===== config.mk =====
export PLATFORM = sky130hd
export DESIGN_NAME = refl6311_conv
export DESIGN_NICKNAME = d
export VERILOG_FILES = /design/src/rtl/refl6311_pkg.sv /design/src/rtl/refl6311_decode.sv /design/src/rtl/refl6311_ostage.sv /design/src/rtl/refl6311_conv.sv
export SDC_FILE = /design/constraint.sdc
export NUM_CORES = 1
export LEC_CHECK = 0
export CAP_MARGIN = 0
export CORE_AREA = 5 5 42 44
export CTS_BUF_LIST = sky130_fd_sc_hd__clkbuf_8 sky130_fd_sc_hd__clkbuf_16
export DETAILED_ROUTE_END_ITERATION = 6
export DIE_AREA = 0 0 47 49
export SYNTH_ARGS = -nofsm -noshare
export SYNTH_HDL_FRONTEND = slang
export SYNTH_SLANG_ARGS = --single-unit

===== constraint.sdc =====
create_clock -name clk -period 1.6 [get_ports clk]
set_input_delay 0.16 -clock clk [delete_from_list [all_inputs] [get_ports clk]]
set_output_delay 0.16 -clock clk [all_outputs]
set_load 0.02 [all_outputs]

===== src/rtl/refl6311_pkg.sv =====
package refl6311_pkg;
    localparam int CODE_W = 4;
    localparam int WT_W   = 4;

    typedef struct packed {
        logic            legal;
        logic [WT_W-1:0] wt;
    } conv_res_t;
endpackage


===== src/rtl/refl6311_decode.sv =====
module refl6311_decode
    import refl6311_pkg::*;
(
    input  logic [CODE_W-1:0] code,
    output conv_res_t         res
);
    logic a, b, c, d, ac_x;
    logic [WT_W-1:0] raw;

    always_comb begin
        a    = code[3];
        b    = code[2];
        c    = code[1];
        d    = code[0];
        ac_x = a ^ c;
        raw[3] = a & ~b;
        raw[2] = b | (~d & ac_x);
        raw[1] = (a & b) | (d & ac_x);
        raw[0] = b | d;
        res.legal = ~b | (c & ~d);
        res.wt    = res.legal ? raw : '0;
    end

    always_comb begin
        if (!res.legal) begin
            assert_illegal_zero_R4: assert (res.wt == '0);
        end
        if (res.legal) begin
            assert_digit_range_R3: assert ((6 * res.wt[3] + 3 * res.wt[2] + res.wt[1] + res.wt[0]) <= 9);
        end
    end
endmodule


===== src/rtl/refl6311_ostage.sv =====
module refl6311_ostage
    import refl6311_pkg::*;
#(
    parameter bit REG_OUT = 1'b1
) (
    input  logic      clk,
    input  logic      rst,
    input  logic      stb,
    input  conv_res_t res_in,
    output conv_res_t res_out,
    output logic      rdy
);
    generate
        if (REG_OUT) begin : g_reg
            typedef struct packed {
                conv_res_t res;
                logic      rdy;
            } ost_t;

            ost_t st_d, st_q;

            always_comb begin
                st_d     = st_q;
                st_d.rdy = stb;
                if (stb) st_d.res = res_in;
                if (rst) st_d = '0;
            end

            always_ff @(posedge clk) begin
                st_q <= st_d;
            end

            assign res_out = st_q.res;
            assign rdy     = st_q.rdy;

            assert_rdy_follows_R8: assert property (@(posedge clk) disable iff (rst)
                stb |=> rdy);
            assert_rdy_quiet_R8: assert property (@(posedge clk) disable iff (rst)
                !stb |=> !rdy);
            assert_reset_clear_R6: assert property (@(posedge clk)
                rst |=> (res_out == '0 && !rdy));
            assert_capture_R5: assert property (@(posedge clk) disable iff (rst)
                stb |=> res_out == $past(res_in));
            assert_hold_R7: assert property (@(posedge clk) disable iff (rst)
                !stb |=> $stable(res_out));
        end else begin : g_pass
            assign res_out = res_in;
            assign rdy     = stb;
        end
    endgenerate
endmodule


===== src/rtl/refl6311_conv.sv =====
module refl6311_conv
    import refl6311_pkg::*;
#(
    parameter bit REG_OUT = 1'b1
) (
    input  logic              clk,
    input  logic              rst,
    input  logic              stb_i,
    input  logic [CODE_W-1:0] code_i,
    output logic              legal_o,
    output logic [WT_W-1:0]   wt_o,
    output logic              rdy_o
);
    conv_res_t comb_res, out_res;

    refl6311_decode u_dec (
        .code (code_i),
        .res  (comb_res)
    );

    refl6311_ostage #(.REG_OUT(REG_OUT)) u_ost (
        .clk     (clk),
        .rst     (rst),
        .stb     (stb_i),
        .res_in  (comb_res),
        .res_out (out_res),
        .rdy     (rdy_o)
    );

    assign legal_o = out_res.legal;
    assign wt_o    = out_res.wt;
endmodule


---- Yosys cells after proc, flatten, opt, wreduce, memory -nomap -nowiden ----
Index checks and enable logic that the tools add are counted.
operators by class
  bitwise operators ....................... 12
  equal/unequal tests ..................... 0
  order comparisons ....................... 0
  add/sub/neg operators ................... 0
  shift-type cells ........................ 0
  multiplexer cells ....................... 1
  divide/modulo/power cells ............... 0
  multiply operators ...................... 0
  reduce and logical (&&, ||, !) cells .... 0
operator list
  kind               count
  1-bit AND          5
  4-bit two-way mux  1
  1-bit bitwise OR   4
  1-bit inverter     2
  1-bit XOR          1
storage, ports and cells
  ROM bits ................................ 0
  register bits ........................... 6
  memories kept ........................... 0
  bits in writable memories ............... 0
  bits in latches ......................... 0
  input bits .............................. 7

---- Logic depth before layout (Yosys ltp) ----
  depth after elaboration ................. 4
  gate-level depth with buffers ........... 3
  depth with buffers taken out ............ 3

---- Cells and area by module ----
A second synthesis with hierarchy kept.
second synthesis, totals
  cells, all modules ...................... 29
  area total of the unflattened synthesis .. 274.0 µm²
modules (own cells, without submodules)
  module           instances  cells an instance  area an instance (µm²)  seq. area each (µm²)
  refl6311_ostage  1          18                 206.4                   120.1
  refl6311_decode  1          11                 67.6                    0.0

---- Worst setup path after synthesis ----
No wires, ideal clock.
  path type ............................... input-to-reg
  from .................................... input stb_i
  to ...................................... register u_ost.g_reg.st_q (netlist bit u_ost.res_out[2])
  arrival time ............................ 750 ps
  path slack .............................. 758 ps
  library setup time ...................... 92 ps
  required time ........................... 1,508 ps
  stages on the path ...................... 3
  cells stage by stage .................... buf_2 -> or3b_1 -> o32ai_1
RTL lines
  element               RTL line               RTL
  start, declared       refl6311_conv.sv:8     input logic stb_i,
  end signal, assigned  refl6311_ostage.sv:30  st_q <= st_d;
  end, declared         refl6311_ostage.sv:20  ost_t st_d, st_q;

---- Worst setup path in the final report ----
  from .................................... register u_ost.g_reg.st_q (netlist bit u_ost.res_out[0])
  to ...................................... output wt_o[0]
RTL lines
  element        RTL line             RTL
  end, declared  refl6311_conv.sv:11  output logic [WT_W-1:0] wt_o,
No word-level cell between the ends.

==> impl_metrics.csv <==
group,metric,value,unit
status,status,"completed",
route,drtPass1Iterations,2,
worst_setup_path,cpMaxStageDelayCell,"clkdlybuf4s50_1",
final_layout,drive_above_1_share,0.116,
grt,grt_max_degree,9,
clock_tree,cts.clk_slew.worst_paths,0.04,ns
final_layout,antennaDiodeCount,0,
route,wire_per_inst,10.4,um
worst_hold_path,hold_path_class,"reg -> reg",
route,wl_met3,69,um
synth,synthArstFlopShare,0,
clock_tree,cts_tree,"done",
clock_tree,h-tree-depth,1,
sta,fin_crit_sh,0.821,
final_layout,seq_area,120,um2
worst_setup_path,crit_buf_inv,1,
worst_hold_path,worstHoldEndpoint,"u_ost.res_out[1]",
floorplan,initial_core_util,0.188,
route,dr.max_layer_used,"met4",
synth,synth-seq-cells,6,
final_layout,layout.nets,52,
synth,synth_area_leaders,"dfxtp_1 (46%), a311oi_1 (10%), nand2b_1 (7.1%)",
placement,dp_hpwl,481,um
worst_setup_path,rr_endpoint,"u_ost.res_out[2]",
synth,yosysTopAreaCellShare,0.457,
clock_tree,clock_path_buffers,2,
sta,relSlewSlack,0.826,
route,met2_length,242,um
synth,ys_seq_area_frac,0.457,
clock_tree,cts_root_buf,"clkbuf_8",
sta,setup_viol,0,
final_layout,n_fill_cell,155,
floorplan,dieHeight,49,um
floorplan,io_pins,13,
worst_setup_path,path_cells,"clkdlybuf4s50_1",
route,drtIter0Drc,2,
worst_setup_path,crit_arrival,1.15,ns
synth,synth.distinct_cells,14,
grt,first_global_vias,258,
synth,yosys.area.top_type,"dfxtp_1",
sta,finalMaxSlewViolations,0,
worst_setup_path,end_kind,"output pin",
route,drc,0,
grt,antenna_found_initial,0,
synth,yosysMostFrequentCell,"dfxtp_1",
worst_setup_path,critPathLaunch,"u_ost.res_out[0]",
clock_tree,cts_resized,0,
floorplan,rows,14,
worst_setup_path,critical_path_class,"reg -> out",
placement,pre_cts_ws,0.227,ns
placement,place.gp.congestion,0.690,
worst_hold_path,min_from,"u_ost.res_out[1]",
clock_tree,cts_inserted_buffers,3,
grt,track_usage,0.0669,
sta,worst-slew-pin-transition,0.260,ns
worst_setup_path,critPathTopFamily,"buffers and inverters",
placement,io_buffers,12,
grt,grt_first_pass_wirelength,1.08,mm
worst_setup_path,reg2reg_depth,2,
clock_tree,postCtsSetupRepairBufs,0,
final_layout,area_growth,72.9,%
worst_hold_path,hold_path_depth,2,
floorplan,die_w,47,um
worst_setup_path,rr_startpoint,"u_ost.res_out[2]",
final_layout,multi_input_area,134,um2
sta,rsz0062_at_grt,"false",
worst_setup_path,rrSetupSlack,0.88,ns
worst_setup_path,critical-path-max-stage-delay,0.61,ns
synth,syn_avg_cell_area,9.73,um2
synth,syn-num-nets,34,
route,met1_length,298,um
floorplan,die-area,2300,um2
run,cap_violations,0,
sta,hold_viol_final,0,
synth,synthCells,27,
floorplan,coreArea,1400,um2
clock_tree,cts_sinks,6,
power,p_leak,0.165,nW
clock_tree,cts_hold_buf,0,
worst_setup_path,crit_required,1.44,ns
worst_setup_path,cp_max_fo,2,
worst_setup_path,critical_path.startpoint_type,"register",
synth,synth_ff_type,"dfxtp_1",
synth,ys_warn_count,0,
sta,layout_setup_ws,0.287,ns
sta,tns,0,ns
synth,synth_edf_count,0,
synth,synth_area,263,um2
sta,fmax,762,MHz
route,totalWireLength,616,um
sta,period_needed,1.31,ns
power,power_density,1040,nW/um2
final_layout,finish.utilization,0.324,
sta,skew,0,ns
route,vias,251,
route,vias_per_cell,4.25,
clock_tree,clkLatencyLatePin,0.22,ns
grt,grt_overflow_total,0,
route,antenna_left,0,
power,ir_drop,0.000379,V
synth,ys_top_cells_by_count,"dfxtp_1 (6), nor2_1 (4), a311oi_1 (3), nand2b_1 (3), nor2b_1 (2)",
state kept, by name, indices dropped and copies added, names as in the netlist:
| name | cells |
|---|---|
| u_ost.res_out | 5 |
| u_ost.rdy | 1 |
cell type report:
class                           count  area share
Multi-Input combinational cell     19       0.295
Timing Repair Buffer               14       0.298
Inverter                            1     0.00826
Sequential cell                     6       0.264
Tap cell                           16      0.0441
Clock buffer                        3      0.0909
cell usage in the layout (no fill, tap or decap):
cell,Yosys,final
a311oi_1,3,3
or3b_1,1,1
clkbuf_8,0,3
inv_1,1,1
nand4b_1,1,1
nand3b_1,1,1
nand2b_1,3,3
mux2i_1,1,1
buf_4,0,2
o32ai_1,1,1
xor2_1,1,1
nor2_1,4,4
clkdlybuf4s50_1,0,12
dfxtp_1,6,6
xnor2_1,1,1
nor2b_1,2,2
cells by family (layout without fill, tap and decap cells):
group | Yosys count | in the layout | synth area share
simple gates | 12 | 12 | 0.271
flops | 6 | 6 | 0.457
compound gates | 4 | 4 | 0.133
xor+xnor | 2 | 2 | 0.0667
buf+inv | 2 | 18 | 0.0333
mux | 1 | 1 | 0.0381
worst max-delay path by stage:
stage	cells after the start	end
2_1_floorplan	3	u_ost.res_out[2]
3_3_place_gp	3	u_ost.res_out[2]
3_5_place_dp	3	u_ost.res_out[2]
4_1_cts	1	wt_o[0]
5_1_grt	1	wt_o[3]
6_report	1	wt_o[0]
power by group:
group          internal (mW)  leakage, nW  switching, mW  total [mW]
combinational         0.0433       0.0942         0.0345      0.0779
clock                  0.162       0.0216         0.0683       0.230
sequential             0.159       0.0496        0.00377       0.163
total                  0.365        0.165          0.107       0.471
per-stage QoR:
stage               std cells  hold WS [ns]  cell area (um2)  power [mW]
floorplan                  27         0.232              263       0.199
global placement           56         0.466              413       0.243
detailed placement         56         0.480              413       0.244
CTS                        59         0.484              454       0.477
global route               59         0.502              454       0.496
finish                     59         0.478              454       0.471
worst min-delay path, stage by stage (launching register included):
cell and delay [ns]:
dfxtp_1 0.30, nor2_1 0.08, a311oi_1 0.05
routing by layer:
metal	up-vias	global-route usage
li1	129	-
met1	109	0.0855
met2	11	0.0792
met3	2	0.0332
met4	0	0.0553
met5	-	0
(Power assumes the default switching activity.)
